`src/rtl/dma_seq_pkg.sv`:
```
// Shared constants and types of the descriptor-chain sequencer.
// Assumes 32-bit descriptor words and 64-bit byte addresses.
package dma_seq_pkg;
    localparam int WORD_W     = 32;
    localparam int ADDR_W     = 2 * WORD_W;
    localparam int DESC_WORDS = 12;
    localparam int IDX_W      = $clog2(DESC_WORDS);
    localparam int ALIGN_BITS = 5;

    // control flag positions in the low half
    localparam int F_EN64     = 0;
    localparam int F_UNCACHED = 1;
    localparam int F_START    = 3;
    localparam int F_STOP     = 4;
    // sticky interrupt flag position in the high half
    localparam int F_IRQ      = WORD_W - 1;

    // descriptor word positions (fixed by the in-memory layout)
    localparam int W_NXT_LO = 0;
    localparam int W_MEM_LO = 1;
    localparam int W_DEV    = 2;
    localparam int W_LEN    = 3;
    localparam int W_STEP_L = 4;
    localparam int W_STEP_N = 5;
    localparam int W_CMD    = 6;
    localparam int W_NXT_HI = 8;
    localparam int W_MEM_HI = 9;

    localparam int C_IRQ = 1;
    localparam int C_DIR = 12;

    typedef enum logic [2:0] {
        ST_IDLE, ST_FETCH, ST_ISSUE, ST_WAIT, ST_NEXT
    } seq_state_e;

    typedef struct packed {
        logic [ADDR_W-1:0] mem_addr;
        logic [WORD_W-1:0] dev_addr;
        logic [WORD_W-1:0] len;
        logic [WORD_W-1:0] step_len;
        logic [WORD_W-1:0] step_cnt;
        logic              to_dev;
        logic              irq_en;
        logic              next_ok;
        logic [ADDR_W-1:0] next_addr;
    } xfer_t;
endpackage

```
`src/rtl/dma_cfg_reg.sv`:
```
// Command register: the low half is staged, and the high-half write commits
// both halves and produces the start/stop command pulses. Holds the sticky
// interrupt flag (write 1 to clear, a set in the same cycle wins).
// Assumes the head address is taken from the committing write itself.
module dma_cfg_reg
    import dma_seq_pkg::*;
(
    input  logic              clk,
    input  logic              rst_n,
    input  logic              wr,
    input  logic              hi,
    input  logic [WORD_W-1:0] wdata,
    output logic [WORD_W-1:0] rdata,
    input  logic              irq_set,
    output logic              cmd_start,
    output logic              cmd_stop,
    output logic [ADDR_W-1:0] cmd_head,
    output logic              en64,
    output logic              uncached,
    output logic              irq_flag
);
    logic [WORD_W-1:0] stage_lo, reg_lo;
    logic [WORD_W-2:0] reg_hi;
    logic              commit;

    assign commit = wr & hi;

    // staging, commit and sticky flag
    always_ff @(posedge clk) begin
        if (!rst_n) begin
            stage_lo <= '0;
            reg_lo   <= '0;
            reg_hi   <= '0;
            irq_flag <= 1'b0;
        end else begin
            if (wr && !hi) stage_lo <= wdata;
            if (commit) begin
                reg_lo <= stage_lo;
                reg_hi <= wdata[WORD_W-2:0];
            end
            irq_flag <= irq_set | (irq_flag & ~(commit & wdata[F_IRQ]));
        end
    end

    // command pulses and head address decoded from the committing write
    always_comb begin
        cmd_stop  = commit & stage_lo[F_STOP];
        cmd_start = commit & stage_lo[F_START] & ~stage_lo[F_STOP];
        cmd_head  = {(stage_lo[F_EN64] ? {1'b0, wdata[WORD_W-2:0]} : {WORD_W{1'b0}}),
                     stage_lo[WORD_W-1:ALIGN_BITS], {ALIGN_BITS{1'b0}}};
    end

    // read-back mux
    assign rdata    = hi ? {irq_flag, reg_hi} : reg_lo;
    assign en64     = reg_lo[F_EN64];
    assign uncached = reg_lo[F_UNCACHED];

    AST_LOW_STAGED: assert property (@(posedge clk) disable iff (!rst_n)
        (wr && !hi) |=> $stable(reg_lo));
endmodule

```
`src/rtl/dma_desc_fetch.sv`:
```
// Descriptor reader: on go, reads DESC_WORDS consecutive words from base,
// one request at a time, and decodes the captured words into transfer
// fields. kill abandons the fetch on the cycle a word completes.
// Assumes go is only given while not active.
module dma_desc_fetch
    import dma_seq_pkg::*;
(
    input  logic              clk,
    input  logic              rst_n,
    input  logic              go,
    input  logic [ADDR_W-1:0] base,
    input  logic              kill,
    input  logic              en64,
    output logic              rd_req,
    output logic [ADDR_W-1:0] rd_addr,
    input  logic              rd_valid,
    input  logic [WORD_W-1:0] rd_data,
    output logic              word_ack,
    output logic              done,
    output xfer_t             xfer
);
    localparam logic [IDX_W-1:0] LAST = IDX_W'(DESC_WORDS - 1);

    logic                          active;
    logic [IDX_W-1:0]              idx;
    logic [ADDR_W-1:0]             base_q;
    logic [DESC_WORDS-1:0][WORD_W-1:0] words;

    assign rd_req   = active;
    assign rd_addr  = base_q + ADDR_W'({idx, 2'b00});
    assign word_ack = active & rd_valid;
    assign done     = word_ack & (idx == LAST);

    // word counter and fetch activity
    always_ff @(posedge clk) begin
        if (!rst_n) begin
            active <= 1'b0;
            idx    <= '0;
            base_q <= '0;
        end else if (go) begin
            active <= 1'b1;
            idx    <= '0;
            base_q <= base;
        end else if (kill || done) begin
            active <= 1'b0;
        end else if (word_ack) begin
            idx <= idx + 1'b1;
        end
    end

    // capture of each returned word into its slot
    always_ff @(posedge clk) begin
        if (!rst_n) begin
            words <= '0;
        end else if (word_ack) begin
            for (int k = 0; k < DESC_WORDS; k++)
                if (idx == IDX_W'(k)) words[k] <= rd_data;
        end
    end

    // field decode; high words count only with 64-bit addressing
    always_comb begin
        xfer.mem_addr  = {(en64 ? words[W_MEM_HI] : {WORD_W{1'b0}}), words[W_MEM_LO]};
        xfer.dev_addr  = words[W_DEV];
        xfer.len       = words[W_LEN];
        xfer.step_len  = words[W_STEP_L];
        xfer.step_cnt  = words[W_STEP_N];
        xfer.to_dev    = words[W_CMD][C_DIR];
        xfer.irq_en    = words[W_CMD][C_IRQ];
        xfer.next_ok   = words[W_NXT_LO][0];
        xfer.next_addr = {(en64 ? words[W_NXT_HI] : {WORD_W{1'b0}}),
                          words[W_NXT_LO][WORD_W-1:1], 1'b0};
    end

    AST_REQ_HOLD: assert property (@(posedge clk) disable iff (!rst_n)
        (rd_req && !rd_valid) |=> (rd_req && $stable(rd_addr)));
    AST_ADDR_STEP: assert property (@(posedge clk) disable iff (!rst_n)
        (rd_req && rd_valid && idx != LAST) |=>
            (!rd_req || rd_addr == $past(rd_addr) + ADDR_W'(4)));
endmodule

```
`src/rtl/dma_seq_fsm.sv`:
```
// Sequencer state machine: IDLE -> FETCH -> ISSUE -> WAIT -> NEXT.
// Keeps the current descriptor address and a parked flag for resume.
// A stop is honoured at a word boundary in FETCH or after done otherwise.
module dma_seq_fsm
    import dma_seq_pkg::*;
(
    input  logic              clk,
    input  logic              rst_n,
    input  logic              cmd_start,
    input  logic              cmd_stop,
    input  logic [ADDR_W-1:0] cmd_head,
    input  logic              fetch_ack,
    input  logic              fetch_done,
    input  xfer_t             xfer,
    input  logic              mv_done,
    output logic              fetch_go,
    output logic [ADDR_W-1:0] fetch_base,
    output logic              fetch_kill,
    output logic              mv_start,
    output logic              irq_set,
    output logic              irq,
    output logic              busy
);
    seq_state_e        state, state_n;
    logic [ADDR_W-1:0] cur_q, cur_n;
    logic              parked_q, parked_n;
    logic              stop_q, stop_n;

    // next-state and command decode
    always_comb begin
        state_n    = state;
        cur_n      = cur_q;
        parked_n   = parked_q;
        stop_n     = stop_q | (cmd_stop & (state != ST_IDLE));
        fetch_go   = 1'b0;
        fetch_base = cur_q;
        fetch_kill = 1'b0;
        mv_start   = 1'b0;
        irq_set    = 1'b0;
        unique case (state)
            ST_IDLE: begin
                if (cmd_stop) begin
                    parked_n = 1'b0;
                end else if (cmd_start) begin
                    fetch_go   = 1'b1;
                    fetch_base = parked_q ? cur_q : cmd_head;
                    cur_n      = fetch_base;
                    parked_n   = 1'b0;
                    stop_n     = 1'b0;
                    state_n    = ST_FETCH;
                end
            end
            ST_FETCH: begin
                if (fetch_ack && stop_n) begin
                    fetch_kill = 1'b1;
                    parked_n   = 1'b1;
                    stop_n     = 1'b0;
                    state_n    = ST_IDLE;
                end else if (fetch_done) begin
                    state_n = ST_ISSUE;
                end
            end
            ST_ISSUE: begin
                mv_start = 1'b1;
                state_n  = ST_WAIT;
            end
            ST_WAIT: begin
                if (mv_done) begin
                    irq_set = xfer.irq_en;
                    state_n = ST_NEXT;
                end
            end
            ST_NEXT: begin
                if (xfer.next_ok) begin
                    cur_n = xfer.next_addr;
                    if (stop_n) begin
                        parked_n = 1'b1;
                        stop_n   = 1'b0;
                        state_n  = ST_IDLE;
                    end else begin
                        fetch_go   = 1'b1;
                        fetch_base = xfer.next_addr;
                        state_n    = ST_FETCH;
                    end
                end else begin
                    parked_n = 1'b0;
                    stop_n   = 1'b0;
                    state_n  = ST_IDLE;
                end
            end
            default: state_n = ST_IDLE;
        endcase
    end

    // state, context and interrupt pulse registers
    always_ff @(posedge clk) begin
        if (!rst_n) begin
            state    <= ST_IDLE;
            cur_q    <= '0;
            parked_q <= 1'b0;
            stop_q   <= 1'b0;
            irq      <= 1'b0;
        end else begin
            state    <= state_n;
            cur_q    <= cur_n;
            parked_q <= parked_n;
            stop_q   <= stop_n;
            irq      <= irq_set;
        end
    end

    assign busy = (state != ST_IDLE);

    AST_IRQ_PULSE: assert property (@(posedge clk) disable iff (!rst_n)
        irq |=> !irq);
    AST_IRQ_AFTER_DONE: assert property (@(posedge clk) disable iff (!rst_n)
        irq |-> $past(mv_done));
    AST_START_PULSE: assert property (@(posedge clk) disable iff (!rst_n)
        mv_start |=> !mv_start);
    AST_STOP_PARKS: assert property (@(posedge clk) disable iff (!rst_n)
        (state == ST_FETCH && fetch_ack && cmd_stop) |=> (state == ST_IDLE));
endmodule

```
`src/rtl/dma_chain_seq.sv`:
```
// Top of the linked-descriptor DMA control sequencer: command register,
// descriptor reader and state machine. Data movement is external; the
// mover reports completion on mv_done.
module dma_chain_seq
    import dma_seq_pkg::*;
(
    input  logic              clk,
    input  logic              rst_n,
    input  logic              cfg_wr,
    input  logic              cfg_hi,
    input  logic [WORD_W-1:0] cfg_wdata,
    output logic [WORD_W-1:0] cfg_rdata,
    output logic              rd_req,
    output logic [ADDR_W-1:0] rd_addr,
    input  logic              rd_valid,
    input  logic [WORD_W-1:0] rd_data,
    output logic              mv_start,
    output logic [ADDR_W-1:0] mv_mem_addr,
    output logic [WORD_W-1:0] mv_dev_addr,
    output logic [WORD_W-1:0] mv_len,
    output logic [WORD_W-1:0] mv_step_len,
    output logic [WORD_W-1:0] mv_step_cnt,
    output logic              mv_to_dev,
    output logic              mv_uncached,
    input  logic              mv_done,
    output logic              irq,
    output logic              busy
);
    logic              cmd_start, cmd_stop, en64, irq_flag, irq_set;
    logic [ADDR_W-1:0] cmd_head, fetch_base;
    logic              fetch_go, fetch_kill, fetch_ack, fetch_done;
    xfer_t             xfer;

    dma_cfg_reg u_cfg (
        .clk(clk), .rst_n(rst_n), .wr(cfg_wr), .hi(cfg_hi), .wdata(cfg_wdata),
        .rdata(cfg_rdata), .irq_set(irq_set), .cmd_start(cmd_start),
        .cmd_stop(cmd_stop), .cmd_head(cmd_head), .en64(en64),
        .uncached(mv_uncached), .irq_flag(irq_flag)
    );

    dma_desc_fetch u_fetch (
        .clk(clk), .rst_n(rst_n), .go(fetch_go), .base(fetch_base),
        .kill(fetch_kill), .en64(en64), .rd_req(rd_req), .rd_addr(rd_addr),
        .rd_valid(rd_valid), .rd_data(rd_data), .word_ack(fetch_ack),
        .done(fetch_done), .xfer(xfer)
    );

    dma_seq_fsm u_fsm (
        .clk(clk), .rst_n(rst_n), .cmd_start(cmd_start), .cmd_stop(cmd_stop),
        .cmd_head(cmd_head), .fetch_ack(fetch_ack), .fetch_done(fetch_done),
        .xfer(xfer), .mv_done(mv_done), .fetch_go(fetch_go),
        .fetch_base(fetch_base), .fetch_kill(fetch_kill), .mv_start(mv_start),
        .irq_set(irq_set), .irq(irq), .busy(busy)
    );

    assign mv_mem_addr = xfer.mem_addr;
    assign mv_dev_addr = xfer.dev_addr;
    assign mv_len      = xfer.len;
    assign mv_step_len = xfer.step_len;
    assign mv_step_cnt = xfer.step_cnt;
    assign mv_to_dev   = xfer.to_dev;

    AST_IDLE_NO_READ: assert property (@(posedge clk) disable iff (!rst_n)
        !busy |-> !rd_req);
    AST_IRQ_FLAGGED: assert property (@(posedge clk) disable iff (!rst_n)
        irq |-> irq_flag);
    AST_NO_LAUNCH_IN_FETCH: assert property (@(posedge clk) disable iff (!rst_n)
        rd_req |-> !mv_start);
endmodule

```
`config.mk`:
```
export PLATFORM = sky130hd
export DESIGN_NAME = dma_chain_seq
export DESIGN_NICKNAME = d
export VERILOG_FILES = /design/src/rtl/dma_seq_pkg.sv /design/src/rtl/dma_cfg_reg.sv /design/src/rtl/dma_desc_fetch.sv /design/src/rtl/dma_seq_fsm.sv /design/src/rtl/dma_chain_seq.sv
export SDC_FILE = /design/constraint.sdc
export NUM_CORES = 1
export LEC_CHECK = 0
export BUFFER_PORTS_ARGS = -buffer_cell sky130_fd_sc_hd__buf_2
export CAP_MARGIN = 20
export CORE_UTILIZATION = 50
export CTS_CLUSTER_SIZE = 8
export DETAILED_ROUTE_END_ITERATION = 12
export GPL_ROUTABILITY_DRIVEN = 0
export PLACE_DENSITY_LB_ADDON = 0.12
export RECOVER_POWER = 50
export SLEW_MARGIN = 20
export SYNTH_ARGS = -nofsm -noshare
export SYNTH_HDL_FRONTEND = slang
export SYNTH_SLANG_ARGS = --single-unit
```
`constraint.sdc`:
```
create_clock -name clk -period 3.15 [get_ports clk]
set_input_delay 0.63 -clock clk [delete_from_list [all_inputs] [get_ports clk]]
set_output_delay 0.63 -clock clk [all_outputs]
set_load 0.03 [all_outputs]
```
==> Word level (Yosys, flattened, before mapping) <==
Cells that the tools add are included.
{ "op_classes": {"reduce_logical": 24, "add_sub_neg": 2, "bitwise": 15, "n_eq_ne": 21, "muxes": 42} }
{ "op_table": {"columns": ["op", "count"], "rows": [
  ["64-bit 2-to-1 mux", 6],
  ["64-bit case mux with 2 select lines", 2],
  ["32-bit 2-to-1 mux", 3],
  ["64-bit by 6-bit adder with 64-bit output", 1],
  ["31-bit 2-to-1 mux", 1],
  ["2-bit AND reduction", 11],
  ["1-bit 2-to-1 mux", 21],
  ["3-bit 2-to-1 mux", 5],
  ["3-bit case mux with 5 select lines", 1],
  ["4-bit by 3-bit equality test with 1-bit output, second input constant", 3],
  ["4-bit equality test, second input constant", 3],
  ["1-bit AND", 9],
  ["3-bit by 2-bit inequality test with 1-bit output, second input constant", 3],
  ["4-bit by 2-bit equality test with 1-bit output, second input constant", 2],
  ["2-bit inequality test, second input constant", 4],
  ["4-bit AND reduction", 2],
  ["3-bit by 2-bit equality test with 1-bit output, second input constant", 2],
  ["1-bit case mux with 3 select lines", 2],
  ["3-bit nonzero test", 2],
  ["4-bit by 1-bit adder with 4-bit output, second input constant", 1],
  ["4-bit by 1-bit equality test with 1-bit output, second input constant", 1],
  ["4-bit zero test", 1],
  ["1-bit inverter", 4],
  ["2-bit nonzero test", 2],
  ["10 further kinds", 12]
]} }
{ "totals": {"wordCells": 125, "ff_bits": 504, "output_inout_bits": 294, "input_bits": 70} }

==> Depth between registers and ports, before layout <==
Gate-level depths: netlist of run 1.
{ "depth": {"depth_word": 10, "mapped_depth": 9, "ltp_nobuf": 7} }

==> Hierarchy <==
Synthesis of run 1 repeated with hierarchy kept, for this count alone.
{ "hier_totals": {"hier_cells": 2924, "area_unflattened_um2": 24755.0} }
{ "by_module_without_submodules": {"columns": ["module", "instances", "area_each_um2", "seq_area_each_um2", "cells_each"], "rows": [
  ["dma_desc_fetch", 1, 15675.0, 6546.3, 1889],
  ["dma_seq_fsm", 1, 4678.2, 1401.3, 581],
  ["dma_cfg_reg", 1, 4401.7, 1921.8, 454]
]} }

==> Least setup slack after synthesis of run 1 <==
Ideal clock, no wire load.
{ "synth_path": {"path_type": "register -> output", "from": "register u_fetch.idx[0]", "to": "output port rd_addr[50]", "arrival_ns": 2.578, "path_stages_with_launch": 9, "required_ns": 2.520, "n_path_buf": 1, "slack_ns": -0.058, "cell_sequence": "dfxtp_1 > ha_1 > fa_1 > a211oi_1 > nor2_1 > nand4_1 > clkbuf_1 > nor3_1 > xnor2_1"} }
{ "synth_via": {"elab_chain_len": 1} }
{ "synth_rtl": {"columns": ["item", "line", "rtl"], "rows": [
  ["start: declaration", "dma_desc_fetch.sv:25", "logic [IDX_W-1:0] idx;"],
  ["start signal: assignment", "dma_desc_fetch.sv:47", "idx <= idx + 1'b1;"],
  ["64-bit by 6-bit adder with 64-bit output", "dma_desc_fetch.sv:30", "assign rd_addr = base_q + ADDR_W'({idx, 2'b00});"],
  ["end: declaration", "dma_chain_seq.sv:14", "output logic [ADDR_W-1:0] rd_addr,"]
]} }
Every way passes these cells.

==> Worst setup path after layout of run 1 <==
{ "layout_path": {"from": "register u_fetch.base_q[2]", "to": "output port rd_addr[14]"} }
{ "layout_via": {"elab_chain_len": 1} }
{ "layout_rtl": {"columns": ["item", "line", "rtl"], "rows": [
  ["start: declaration", "dma_desc_fetch.sv:26", "logic [ADDR_W-1:0] base_q;"],
  ["start signal: assignment", "dma_desc_fetch.sv:43", "base_q <= base;"],
  ["64-bit by 6-bit adder with 64-bit output", "dma_desc_fetch.sv:30", null]
]} }
Every way passes these cells.

==> key figures, run 1 <==
STA
  • Fin. max-slew vios: 0
  • Rel. slew slack: 0.00962
  • Fin crit share: 1.05
  • Hold WS: about 0.32 ns
  • Final setup margin: -0.167 ns
  • RSZ-0062 raised after global routing: yes
  • Post-route setup TNS: -3.06 ns
  • Measured slew at the worst slew-check pin: 1.49 ns
  • Final setup viols: 38
  • Fmax: 301 MHz
  • Final hold vios: 0
  • Tmin final: 3.32 ns
  • Clk_skew: about 0.020 ns

Synthesis
  • Mapped cell area: 23100 µm²
  • Compound-Gate Fraction of Synth Area: 0.217
  • XOR/XNOR Fraction of Synth Area: 0.0231
  • Post-Synth Simple-Gate Area: 0.198
  • Multiplexer share of the synthesized area: 0.0291
  • Post-synth ARST share: 0
  • Flops & latches, synth: 493
  • Register area share after synthesis: 0.427
  • Synth Area in Adders: 0.00519
  • Number of synthesized flops with an enable pin: 0
  • Synth Net Count: 2942
  • Main synth FF type: dfxtp_1
  • Top cells by area, synth: dfxtp_1, nand2_1, a21boi_0, buf_4, clkbuf_1
  • Post-Synthesis Cells: 2863
  • Yosys warning count: 0
  • Yosys cell types: 62
  • Largest family of logic cells by synthesized area: compound AO/OA/AOI/OAI gates
  • Yosys top cell area share: 0.427
  • Synth area leader: dfxtp_1
  • Syn avg cell area: 8.08 µm²

Cells and area
  • Area Growth Syn to Fin: 16.1%
  • FILL cells: 4170
  • Layout cell share with drive strength beyond 1: 0.190
  • Final core utilization: 0.591
  • Most frequent cells in the layout: nand2_1, dfxtp_1, a21boi_0, clkbuf_1
  • Most common cell after layout, fill and taps aside: nand2_1
  • Layout net count: 3072
  • Final Non-Filler Cells: 3598

Critical path
  • WP data arrival: about 2.7 ns
  • Worst setup EP type: primary output
  • Worst-path fanout max: 8
  • Worst setup path category: flop to primary output
  • Reg-to-reg endpoint: u_fetch.base_q[1]
  • Critical-path top delay cell: fa_2
  • FF-to-FF setup slack: 0.02 ns
  • Critical Path Source Type: flop
  • R2R depth: 7
  • R2R Path Start: u_fsm.state[2]
  • Critical path cell sequence: ha_4 -> fa_2 -> a211oi_4 -> nor2_4 -> buf_4 -> buf_8 -> nand4_1 -> nor3_2 -> xor2_1 -> buf_4
  • CP dominant cell by count: buf_4
  • Critical Path RT: 2.52 ns
  • Slowest Stage Delay on Critical Path: 0.38 ns

Place
  • Placed Cells: 3481
  • Post-DP HPWL: 51.1 mm
  • Port buffer count: 363
  • Pre-CTS WS: between 0.15 and 0.2 ns

Die
  • Die H: roughly 220 µm
  • Core area: 45500 µm²
  • Ports: about 360
  • Die W: approximately 220 µm
  • Die ar.: 47100 µm²
  • Initial Util: 0.509
  • Core Rows: 78

Run status
  • Violations in the final reports: setup timing
  • Status: finished, violations left

Drt
  • DRC: 0
  • First-pass DRT Iterations: 8
  • Routed vias/inst: 5.73
  • Final wirelength: 77.8 mm
  • DRT iter0 DRCs: 1652
  • Routed via count: slightly above 20000
  • Drt wl/cell: ~22 µm
  • DRT antenna net count: 0

Global routing
  • Met2 Use GR: 0.524
  • Met1 Use GR: 0.407
  • Largest net degree at the start of global routing: 126
  • GR Util met3: 0.0654
  • First-pass GRT wire length: 118 mm
  • Initial antenna violation count: 1
  • Global route overflow: 0
  • Busiest layer in global routing: met2
  • Vias in the first global route: 19600
  • Gr usage total: 0.324

Clock tree
  • Sink Count: 493
  • Clk buf depth: 3
  • Post-CTS Hold Fix Bufs: 0
  • Worst-skew pair later-pin latency: 0.60 ns
  • Cts bufs inserted: 71
  • H-tree lvl count: 3
  • CTS tree: done
  • CTS root buffer: clkbuf_16
  • Clk pin slew, worst setup/hold paths: 0.05 ns

Min path
  • Hold endpoint: u_cfg.stage_lo[4]
  • Hold path depth: 3
  • Min-delay src: cfg_wdata[4]
  • Hold Crit Class: input pin to flop

Pwr
  • Power per cell area: 515 nW/µm²
  • Worst VDD drop: 0.363 mV
  • P_leak: 0.0103 µW

Job
  • Max-Cap Viols: 0
metrics by stage:
stage / total power, µW / instance area (µm²)
final: 13800 / 26900
after global routing: 14300 / 26900
after CTS: 13900 / 26700
after detailed placement: 7250 / 24100
after global placement: 7240 / 24100
after floorplan: 6970 / 23200
synthesized netlist by cell type (3+ instances only):
| cell type | instances |
|---|---|
| a211oi_1 | 3 |
| a21boi_0 | 354 |
| a21o_1 | 5 |
| a21oi_1 | 133 |
| a221oi_1 | 31 |
| a222oi_1 | 14 |
| a22oi_1 | 4 |
| a2bb2oi_1 | 18 |
| and2_0 | 6 |
| and2_1 | 37 |
| and3_1 | 3 |
| and4_1 | 4 |
| buf_1 | 3 |
| buf_4 | 190 |
| clkbuf_1 | 213 |
| dfxtp_1 | 493 |
| ha_1 | 8 |
| inv_1 | 20 |
| mux2_2 | 59 |
| nand2_1 | 769 |
| nand2b_1 | 18 |
| nand3_1 | 43 |
| nand4_1 | 11 |
| nor2_1 | 67 |
| nor2b_1 | 8 |
| nor3_1 | 44 |
| nor4_1 | 7 |
| nor4_4 | 3 |
| o21ai_0 | 154 |
| o221a_2 | 11 |
| or3_1 | 29 |
| xnor2_1 | 25 |
| xor2_1 | 36 |
per-layer routing:
layer,vias up,wire (µm)
li1,9691,-
met1,9923,31900
met2,857,36400
met3,152,5820
met4,0,3720
met5,-,0
cell families (layout without fill, tap and decap cells):
| kind of cell | count (synthesis) | after routing |
|---|---|---|
| compound gates | 745 | 745 |
| xor+xnor | 61 | 61 |
| fa+ha+maj | 9 | 9 |
| buf+inv | 430 | 562 |
| flops | 493 | 493 |
| mux | 60 | 60 |
| other cells | 0 | 1 |
| simple gates | 1065 | 1067 |
registers in the layout, summed over array words and instances, names as in the netlist, 3 cells and up:
signal	flops
u_cfg.reg_lo	32
u_cfg.reg_hi	31
u_fsm.cur_q	64
u_fetch.base_q	64
u_fetch.idx	4
u_fetch.xfer	194
u_fsm.state	3
u_fetch.words	64
u_cfg.stage_lo	32
power by group:
group          total (µW)  switching, µW  internal [µW]
registers            6400           80.1           6320
clock network        6700           2640           4060
logic                 747            499            248
total               13800           3220          10600
worst max path at each step:
stage / startpoint / to / slack, ns / cells after the start
final: u_fetch.base_q[2] / rd_addr[14] / -0.17 / 10
after global routing: u_fetch.base_q[2] / rd_addr[42] / -0.29 / 10
after global placement: u_fetch.idx[0] / rd_addr[48] / 0.20 / 9
after detailed placement: u_fetch.idx[0] / rd_addr[48] / 0.16 / 9
after CTS: u_fetch.idx[0] / rd_addr[50] / -0.11 / 10
after floorplan: u_fetch.idx[0] / rd_addr[40] / 0.005 / 8
worst max-delay path, delay by kind of cell, from the launching register on:
family	cells	cell delay [ns]
AOI/OAI and AO/OA	1	0.29
and+or+nand+nor	3	0.31
DFF	1	0.33
xor gates and xnor gates	1	0.14
adders and majority gates	2	0.54
buffers and inverters	3	0.47
cell type report:
type	count	area, µm²	share of cell area
multi-input combinational	1942	11600	0.430
sequential	493	9950	0.370
timing repair buffer	465	2670	0.0995
clock buffer	73	1830	0.0680
tap	600	751	0.0279
inverter	20	75.1	0.00279
clock inverter	4	46.3	0.00172
antenna	1	2.50	0.0000931
repair_timing:
action,in CTS,in global routing
endpoints found under the hold margin,0,0
pin swaps,36,46
buffers inserted,22,14
gates resized for setup,136,88
cloned,3,0
endpoints found under the setup margin,52,49
Power figures use the tool's default switching activity.
==> inputs of run 2 (changes only) <==
Settings changed: CTS_BUF_LIST set to sky130_fd_sc_hd__clkbuf_2.
==> run 2 against run 1 <==
Net effect: the flow finishes with violations (capacitance limit, slew limit, setup timing); sequential share of layout area decreased by 0.53 points; cell area increased by 1.5%; clock-buffer cell count increased by 119; clock power decreased by 27%; die area unchanged; wire length increased by 2.3%; sequential power about the same; fmax decreased by 18%; via count increased by 4.4%; worst hold slack got worse by 0.10 ns; global-route usage increased by 0.88 points.
==> key figures, run 2 (synthesized netlist as in run 1, its figures left out) <==
Run status
  • Status: finished, violations left
  • Violations in the final reports: capacitance limit, slew limit, setup timing

STA
  • Post-route setup TNS: -41.94 ns
  • Final hold vios: 0
  • Tmin final: 4.03 ns
  • RSZ-0062 raised after global routing: yes
  • Rel. slew slack: -0.0815
  • Fin. max-slew vios: 74
  • Clk_skew: 0.108 ns
  • Fin crit share: 1.28
  • Measured slew at the worst slew-check pin: 1.62 ns
  • Fmax: 248 MHz
  • Final setup margin: -0.885 ns
  • Final setup viols: 93
  • Hold WS: 0.220 ns

Global routing
  • Gr usage total: 0.333
  • Vias in the first global route: 20800
  • Initial antenna violation count: 1
  • Largest net degree at the start of global routing: 126
  • Global route overflow: 0
  • First-pass GRT wire length: roughly 120 mm

Clock tree
  • Sink Count: 493
  • Worst-skew pair later-pin latency: 1.29 ns
  • H-tree lvl count: 4
  • Clk pin slew, worst setup/hold paths: 0.08 ns
  • CTS tree: done
  • CTS root buffer: clkbuf_2
  • Clk buf depth: 3
  • Cts bufs inserted: 135

Cells and area
  • Layout cell share with drive strength beyond 1: 0.268
  • Layout net count: 3219
  • Max reg flops: around 190
  • Most common cell after layout, fill and taps aside: nand2_1
  • FILL cells: 4120
  • Area Growth Syn to Fin: 17.9%
  • Most frequent cells in the layout: nand2_1, dfxtp_1, a21boi_0, buf_2, clkbuf_2

Place
  • Post-DP HPWL: 51.1 mm
  • Port buffer count: between 300 and 400

Critical path
  • Slowest Stage Delay on Critical Path: about 0.34 ns
  • Critical Path Source Type: flop
  • Worst setup EP type: primary output
  • R2R Path Start: u_cfg.stage_lo[4]
  • Critical Path End: rd_addr[48]
  • CP Launch Point: u_fetch.idx[2]
  • Reg-to-reg endpoint: u_fetch.base_q[48]
  • FF-to-FF setup slack: 0.16 ns
  • Worst setup path category: flop to primary output
  • Critical path cell sequence: ha_4 -> buf_4 -> a211oi_4 -> nor2_4 -> nand4_1 -> buf_6 -> buf_12 -> nor4_4 -> xor2_1 -> buf_4
  • R2R depth: 6
  • Critical-path top delay cell: dfxtp_1
  • Worst-path fanout max: 8
  • Critical Path RT: 2.52 ns
  • WP data arrival: 3.40 ns
  • CP dominant cell by count: buf_4

Drt
  • DRT iter0 DRCs: 1837
  • DRT antenna net count: 0
  • Final wirelength: roughly 80 mm
  • Drt wl/cell: 20.8 µm
  • First-pass DRT Iterations: 6
  • Routed vias/inst: 5.63
  • DRC: 0
  • Routed via count: 21500

Die
  • Ports: 364
  • Core Rows: 78
  • Die H: 217 µm
  • Initial Util: 0.509
  • Die ar.: roughly 47000 µm²
  • Core area: 45500 µm²
  • Die W: 217 µm

Pwr
  • P_leak: 0.0112 µW
  • Power per cell area: about 440 nW/µm²
  • Worst VDD drop: 0.378 mV

Job
  • Max-Cap Viols: 1

Min path
  • Hold Crit Class: input pin to flop
## run 2: report_power, final
part	switching, µW	internal (µW)	total (µW)
registers	80.7	6300	6380
clock network	2710	2190	4900
logic	516	314	830
total	3300	8800	12100
## run 2: timing repair
item | CTS | global route
setup endpoints to repair | 96 | 68
endpoints found under the hold margin | 448 | 0
buffers inserted | 24 | 14
hold buffers | 80 | 0
gates cloned | 3 | 0
pin swaps | 39 | 36
resized for setup | 175 | 62
## run 2: how the worst min path moves through the flow
stage                                  start                  to  slack, ns  cells after the start
after floorplan             u_fetch.xfer[65]           u_fsm.irq       0.42                      2
after global placement      u_cfg.reg_hi[14]    u_cfg.reg_hi[14]       0.45                      2
after detailed placement  u_fetch.words[288]  u_fetch.words[288]       0.45                      2
after CTS                      cfg_wdata[29]    u_cfg.reg_hi[29]       0.04                      4
after global routing           cfg_wdata[29]    u_cfg.reg_hi[29]       0.08                      4
final                          cfg_wdata[30]    u_cfg.reg_hi[30]       0.22                      4
## run 2: critical path: cells and delay by family, from the launching register on
kind | cells | cell delay [ns]
flip-flops | 1 | 0.34
AND/OR/NAND/NOR | 3 | 0.60
AO/OA/AOI/OAI | 1 | 0.07
adder cells (fa/ha/maj) | 1 | 0.29
XOR/XNOR | 1 | 0.19
buffers and inverters | 4 | 0.66
## run 2: layout make-up
type                       count  area (µm²)  share of cell area
multi-input combinational   1942       11500               0.423
clock inverter                31         314              0.0115
inverter                      20        75.1             0.00275
timing repair buffer         548        3680               0.135
clock buffer                 192         961              0.0352
sequential                   493        9960               0.365
antenna                        1        2.50           0.0000917
tap                          600         751              0.0275
## run 2: stage by stage
stage / total power, µW / utilization / instance area, µm² / worst slack, ns / cells
3_5_place_dp: 7250 / 0.530 / 24100 / 0.156 / 3481
4_1_cts: 12200 / 0.594 / 27000 / -0.944 / 3811
2_1_floorplan: 6970 / - / 23200 / 0.00496 / 2863
5_1_grt: 12600 / 0.600 / 27300 / -1.11 / 3827
6_report: 12100 / 0.600 / 27300 / -0.885 / 3827
3_3_place_gp: 7240 / 0.530 / 24100 / 0.202 / 3481
## run 2: metal layers
layer	track usage	wire [µm]	vias to the layer above
met5	0	0	-
met1	0.403	32000	10300
li1	-	-	10100
met3	0.0970	6640	191
met2	0.531	37000	974
met4	0.181	3990	0
